===== config.mk =====
export PLATFORM = sky130hd
export DESIGN_NAME = ctr_cfg_bank
export DESIGN_NICKNAME = d
export VERILOG_FILES = /design/src/rtl/ctr_cfg_pkg.sv /design/src/rtl/ctr_cfg_pair.sv /design/src/rtl/ctr_cfg_rdmux.sv /design/src/rtl/ctr_cfg_bank.sv
export SDC_FILE = /design/constraint.sdc
export NUM_CORES = 1
export LEC_CHECK = 0
export BUFFER_PORTS_ARGS = -buffer_cell sky130_fd_sc_hd__buf_2
export CORE_ASPECT_RATIO = 0.75
export CORE_MARGIN = 2
export CORE_UTILIZATION = 45
export DETAILED_ROUTE_END_ITERATION = 6
export PLACE_DENSITY_LB_ADDON = 0.1
export SYNTH_ARGS = -nofsm -noshare
export SYNTH_HDL_FRONTEND = slang
export SYNTH_SLANG_ARGS = --single-unit

===== constraint.sdc =====
create_clock -name clk -period 1.82 [get_ports clk]
set_clock_uncertainty 0.15 [all_clocks]
set_input_delay 0.091 -clock clk [delete_from_list [all_inputs] [get_ports clk]]
set_output_delay 0.091 -clock clk [all_outputs]
set_load 0.005 [all_outputs]

===== src/rtl/ctr_cfg_pkg.sv =====
package ctr_cfg_pkg;
  localparam int WORD_W   = 16;
  localparam int ADDR_W   = 5;
  localparam int DUAL_W   = 2 * WORD_W;
  localparam int NPAIR    = 7;   // 0..3 settings, 4..6 live values
  localparam int NLIVE    = 3;
  localparam int FIRST_LIVE = NPAIR - NLIVE;
  localparam int MODE_W   = 4;
  localparam int MODE_MAX = 11;

  localparam logic [ADDR_W-1:0] A_MODE = 5'd0;
  localparam logic [ADDR_W-1:0] A_DIR  = 5'd1;
  localparam logic [ADDR_W-1:0] A_CMD  = 5'd4;
  localparam logic [ADDR_W-1:0] A_CMPF = 5'd26;
  localparam logic [ADDR_W-1:0] A_TERM = 5'd27;
  localparam logic [ADDR_W-1:0] A_ERR  = 5'd29;
  localparam logic [ADDR_W-1:0] A_ID   = 5'd30;
  localparam logic [WORD_W-1:0] ID_CODE = 16'd4010;

  // Low-word address of each 32-bit pair; the high word sits one above.
  function automatic logic [ADDR_W-1:0] pair_lo(input int idx);
    case (idx)
      0: pair_lo = 5'd2;
      1: pair_lo = 5'd10;
      2: pair_lo = 5'd12;
      3: pair_lo = 5'd14;
      4: pair_lo = 5'd20;
      5: pair_lo = 5'd22;
      default: pair_lo = 5'd24;
    endcase
  endfunction

  function automatic logic [DUAL_W-1:0] pair_default(input int idx);
    case (idx)
      0: pair_default = 32'd65536;
      2, 3: pair_default = 32'd32767;
      default: pair_default = '0;
    endcase
  endfunction

  function automatic logic mode_ok(input logic [WORD_W-1:0] w);
    mode_ok = (w <= WORD_W'(MODE_MAX));
  endfunction
endpackage


===== src/rtl/ctr_cfg_pair.sv =====
module ctr_cfg_pair #(
  parameter int W = 16,
  parameter logic [2*W-1:0] INIT = '0
) (
  input  logic           clk,
  input  logic           rst_n,
  input  logic           clear,
  input  logic           wr_lo,
  input  logic           wr_hi,
  input  logic [W-1:0]   wdata,
  output logic [2*W-1:0] value
);
  logic [W-1:0] stage_q;

  always_ff @(posedge clk) begin
    if (!rst_n || clear) begin
      stage_q <= '0;
      value   <= INIT;
    end else begin
      if (wr_lo) stage_q <= wdata;
      if (wr_hi) value   <= {wdata, stage_q};
    end
  end
endmodule


===== src/rtl/ctr_cfg_rdmux.sv =====
module ctr_cfg_rdmux
  import ctr_cfg_pkg::*;
(
  input  logic [ADDR_W-1:0] addr,
  input  logic [MODE_W-1:0] mode,
  input  logic              dir,
  input  logic [WORD_W-1:0] cmd,
  input  logic [DUAL_W-1:0] view [NPAIR],
  input  logic [WORD_W-1:0] cmp_flags,
  input  logic [WORD_W-1:0] term_flags,
  input  logic [WORD_W-1:0] err_word,
  output logic [WORD_W-1:0] rdata
);
  always_comb begin
    rdata = '0;
    case (addr)
      A_MODE: rdata = {{(WORD_W-MODE_W){1'b0}}, mode};
      A_DIR:  rdata = {{(WORD_W-1){1'b0}}, dir};
      A_CMD:  rdata = cmd;
      A_CMPF: rdata = cmp_flags;
      A_TERM: rdata = term_flags;
      A_ERR:  rdata = err_word;
      A_ID:   rdata = ID_CODE;
      default: rdata = '0;
    endcase
    for (int i = 0; i < NPAIR; i++) begin
      if (addr == pair_lo(i))         rdata = view[i][WORD_W-1:0];
      if (addr == pair_lo(i) + 5'd1)  rdata = view[i][DUAL_W-1:WORD_W];
    end
  end
endmodule


===== src/rtl/ctr_cfg_bank.sv =====
module ctr_cfg_bank
  import ctr_cfg_pkg::*;
(
  input  logic        clk,
  input  logic        rst_n,
  input  logic        host_wr,
  input  logic [4:0]  host_addr,
  input  logic [15:0] host_wdata,
  output logic [15:0] host_rdata,
  output logic [3:0]  cfg_mode,
  output logic        cfg_dir,
  output logic [31:0] cfg_ring,
  output logic [15:0] cfg_cmd,
  output logic [31:0] cfg_preset,
  output logic [31:0] cfg_cmp_a,
  output logic [31:0] cfg_cmp_b,
  input  logic [31:0] live_pv,
  input  logic [31:0] live_max,
  input  logic [31:0] live_min,
  input  logic [15:0] cmp_flags,
  input  logic [15:0] term_flags,
  input  logic [14:0] err_flags,
  output logic        ld_pv,
  output logic        ld_max,
  output logic        ld_min,
  output logic [31:0] ld_value
);
  // Named decode events, also watched by the checker.
  logic mode_wr, mode_good, mode_bad, dir_wr, cmd_wr;
  assign mode_wr   = host_wr && (host_addr == A_MODE);
  assign mode_good = mode_wr && mode_ok(host_wdata);
  assign mode_bad  = mode_wr && !mode_ok(host_wdata);
  assign dir_wr    = host_wr && (host_addr == A_DIR);
  assign cmd_wr    = host_wr && (host_addr == A_CMD);

  logic [NPAIR-1:0]  lo_hit, hi_hit;
  logic [DUAL_W-1:0] pair_val [NPAIR];
  logic [DUAL_W-1:0] view     [NPAIR];

  for (genvar g = 0; g < NPAIR; g++) begin : g_pair
    assign lo_hit[g] = host_wr && (host_addr == pair_lo(g));
    assign hi_hit[g] = host_wr && (host_addr == pair_lo(g) + 5'd1);
    ctr_cfg_pair #(.W(WORD_W), .INIT(pair_default(g))) u_pair (
      .clk(clk), .rst_n(rst_n), .clear(mode_good),
      .wr_lo(lo_hit[g]), .wr_hi(hi_hit[g]),
      .wdata(host_wdata), .value(pair_val[g])
    );
    if (g < FIRST_LIVE) begin : g_set
      assign view[g] = pair_val[g];
    end else if (g == FIRST_LIVE) begin : g_pv
      assign view[g] = live_pv;
    end else if (g == FIRST_LIVE + 1) begin : g_max
      assign view[g] = live_max;
    end else begin : g_min
      assign view[g] = live_min;
    end
  end

  logic [MODE_W-1:0] mode_q;
  logic              dir_q, mode_err_q;
  logic [WORD_W-1:0] cmd_q;
  logic [NLIVE-1:0]  ld_q;

  always_ff @(posedge clk) begin
    if (!rst_n) begin
      mode_q     <= '0;
      dir_q      <= 1'b0;
      cmd_q      <= '0;
      mode_err_q <= 1'b0;
      ld_q       <= '0;
    end else begin
      ld_q <= mode_good ? {NLIVE{1'b1}} : hi_hit[NPAIR-1:FIRST_LIVE];
      if (mode_good) begin
        mode_q     <= host_wdata[MODE_W-1:0];
        dir_q      <= 1'b0;
        cmd_q      <= '0;
        mode_err_q <= 1'b0;
      end else begin
        if (mode_bad) mode_err_q <= 1'b1;
        if (dir_wr)   dir_q      <= host_wdata[0];
        if (cmd_wr)   cmd_q      <= host_wdata;
      end
    end
  end

  always_comb begin
    ld_value = '0;
    for (int k = 0; k < NLIVE; k++)
      ld_value = ld_value | ({DUAL_W{ld_q[k]}} & pair_val[FIRST_LIVE + k]);
  end

  ctr_cfg_rdmux u_rd (
    .addr(host_addr), .mode(mode_q), .dir(dir_q), .cmd(cmd_q), .view(view),
    .cmp_flags(cmp_flags), .term_flags(term_flags),
    .err_word({mode_err_q, err_flags}), .rdata(host_rdata)
  );

  assign cfg_mode   = mode_q;
  assign cfg_dir    = dir_q;
  assign cfg_cmd    = cmd_q;
  assign cfg_ring   = pair_val[0];
  assign cfg_preset = pair_val[1];
  assign cfg_cmp_a  = pair_val[2];
  assign cfg_cmp_b  = pair_val[3];
  assign ld_pv      = ld_q[0];
  assign ld_max     = ld_q[1];
  assign ld_min     = ld_q[2];
endmodule


==> impl_metrics.json <==
{
  "worstPathRequired_ns": 1.58,
  "synth_seq_cells": 361,
  "yosysTopAreaCell": "dfxtp_1",
  "drtIter0Drc": 2825,
  "synth_warnings": 0,
  "cp.arrival_ns": 2.15,
  "synth_edf_count": 0,
  "drv_cap": 0,
  "cp_top_family": "compound AO/OA/AOI/OAI gates",
  "fin_nets": 2948,
  "finalHoldViolCount": 0,
  "grt_usage": 0.412,
  "worst_slack_ns": -0.568,
  "die_w_um": 224,
  "portBuffers": 366,
  "crit_type": "flip-flop to output port",
  "io-pin-count": 367,
  "violations": "design-rule violations, negative setup slack",
  "yosysSeqAreaShare": 0.441,
  "power_mw": 18.0,
  "crit_path_start_kind": "flip-flop",
  "wl_per_cell_um": 25.8,
  "cts_root_buf": "clkbuf_16",
  "peakVddDrop_mv": 0.819,
  "leakage_nw": 9.88,
  "clock_path_buffers": 3,
  "hold_class": "input pin to flip-flop",
  "place.gp.congestion": 1.05,
  "htreeDepth": 2,
  "wirelength_um": 84500,
  "crit_path_end_kind": "output port",
  "area_growth_pct": 45.0,
  "grt_pass1_wl_um": 116000,
  "via_count": 19700,
  "overflow": 0,
  "grt_max_degree": 50,
  "num_rows": 60,
  "critical_path.max_fanout": 2,
  "syn_area_sq_mm": 0.0164,
  "insertion_delay_ns": 0.55,
  "synthTopCellsByArea": "dfxtp_1, nand2_1, a21oi_1",
  "max_stage_delay_ns": 0.43,
  "first_global_vias": 17500,
  "fmax_mhz": 419,
  "final_layout_size_suffix_gt1_frac": 0.344,
  "slowest_stage": "o211ai_1",
  "cp_cell_sequence": "a21oi_2, a2bb2oi_2, o211ai_1, a21boi_1, o41ai_2, buf_2",
  "clkTransAtPathRegs_ns": 0.06,
  "firstDrtPassIters": 7,
  "rsz0062_at_grt": "true",
  "fin_tns_setup_ns": -9.63,
  "period_share": 1.31,
  "core_area_sq_mm": 0.0359,
  "viasPerCell": 6.00,
  "synth.most_common_cell": "nand2_1",
  "initial_core_util": 0.456,
  "dieArea_sq_mm": 0.0380,
  "maxSlewHeadroom": 0.576,
  "powerDensity_mw_per_mm2": 759,
  "drc": 4,
  "ant_nets": 0,
  "die_h_um": 169,
  "tightest_slew_ns": 0.635,
  "slew_viol_final": 0,
  "cts_inserted_buffers": 37,
  "syn_inst": 2203,
  "async_flop_share": 0,
  "cp_num_buf_inv": 1,
  "setup_viol": 46,
  "fin_crit_ns": 2.39,
  "hpwl_um": 58700,
  "status": "complete, but fails checks",
  "ys_types": 73,
  "syn_nets": 2370,
  "tritoncts": "done",
  "rrSetupSlack_ns": 0.74,
  "avgSynthCellArea_sq_um": 7.44,
  "synth_top_area_share": 0.441,
  "antenna_found_initial": 4,
  "fillers": 3129,
  "synth_ff_type": "dfxtp_1",
  "cts_sinks": 361,
  "place_ws_ns": -0.590,
  "synth_common_cells": "nand2_1, a21oi_1, dfxtp_1"
}
final cells by class:
| cell class | count | area (sq um) | share of cell area |
|---|---|---|---|
| multi-input combinational | 1595 | 8770 | 0.369 |
| sequential | 361 | 7310 | 0.308 |
| timing repair buffer | 746 | 5720 | 0.241 |
| clock buffer | 53 | 1080 | 0.0454 |
| tap | 465 | 582 | 0.0245 |
| inverter | 40 | 158 | 0.00664 |
| clock inverter | 12 | 124 | 0.00522 |
| antenna | 2 | 5.00 | 0.000211 |
through the flow:
step | instance area [sq um] | hold slack, ns | cells | utilization
2_1_floorplan | 16400 | 0.159 | 2203 | -
3_3_place_gp | 20700 | 0.279 | 3146 | 0.577
3_5_place_dp | 20700 | 0.286 | 3146 | 0.577
4_1_cts | 22900 | 0.110 | 3243 | 0.637
5_1_grt | 23700 | 0.0996 | 3273 | 0.662
6_report | 23700 | 0.0889 | 3274 | 0.662
cells by family (layout without fill, tap and decap cells):
logic type	after synthesis	after routing	synth area share
multiplexers	40	40	0.0269
flip-flops	361	361	0.441
XOR/XNOR	1	1	0.000535
AO/OA/AOI/OAI	609	609	0.225
AND/OR/NAND/NOR	945	945	0.238
buffers and inverters	247	851	0.0683
other	0	2	0
worst register-to-register path, stage by stage (launching register included):
cell	delay (ns)
dfxtp_1	0.55
nand2_1	0.09
a21oi_1	0.21
final timing paths:
check             cells past startpoint                                        end                                startpoint
setup / recovery                      6                             host_rdata[14]   g_pair[0].u_pair.value[14]$_SDFFE_PP0P_
setup reg to reg                      2    g_pair[2].u_pair.value[27]$_SDFFE_PP0P_   g_pair[2].u_pair.value[27]$_SDFFE_PP0P_
hold reg to reg                       2     g_pair[0].u_pair.value[1]$_SDFFE_PP0P_  g_pair[0].u_pair.stage_q[1]$_SDFFE_PP0P_
hold / removal                        4  g_pair[0].u_pair.stage_q[14]$_SDFFE_PP0P_                            host_wdata[14]
routing by layer:
layer | vias up | GRT usage | routed length, um
met1 | 9391 | 0.590 | 34600
met2 | 1387 | 0.602 | 35900
li1 | 8666 | - | -
met5 | - | 0 | 13
met4 | 2 | 0.168 | 3670
met3 | 212 | 0.0843 | 10300
power by group:
part | switching (mW) | total, mW | internal, mW
registers | 0.0463 | 7.98 | 7.93
logic | 1.35 | 2.34 | 0.988
clock network | 3.39 | 7.70 | 4.31
registers in the layout (all words and copies together) (netlist names):
register and cells:
cfg_cmd 16, cfg_dir 1, cfg_mode 4, g_pair.u_pair.stage_q 112, g_pair.u_pair.value 224, ld_q 3
mode_err_q 1
what timing repair did:
action | CTS | global route
gates cloned | 1 | 21
resized for setup | 155 | 100
setup endpoints to repair | 45 | 341
hold buffers | 18 | 0
hold endpoints to repair | 241 | 0
setup buffers | 16 | 15
pin swaps | 87 | 52
layout by cell type, fill, tap and decap left out, drive strengths merged, types with 4 or more instances in the layout:
| cell | n |
|---|---|
| a22oi | 25 |
| a22o | 13 |
| nor2 | 53 |
| a21oi | 369 |
| clkinv | 8 |
| a2bb2oi | 5 |
| a21o | 5 |
| clkbuf | 67 |
| dlymetal6s4s | 4 |
| mux2i | 26 |
| nand3 | 46 |
| and2 | 4 |
| a221oi | 11 |
| a31oi | 8 |
| o211ai | 9 |
| dlygate4sd3 | 14 |
| o221ai | 11 |
| nor3 | 19 |
| inv | 40 |
| or2 | 5 |
| nand2b | 13 |
| buf | 714 |
| dfxtp | 361 |
| a211oi | 4 |
| nand2 | 753 |
| nor2b | 22 |
| a222oi | 34 |
| o22ai | 30 |
| o31ai | 6 |
| o21ai | 47 |
| and3 | 12 |
| mux2 | 12 |
Power figures use the tool's default switching activity.
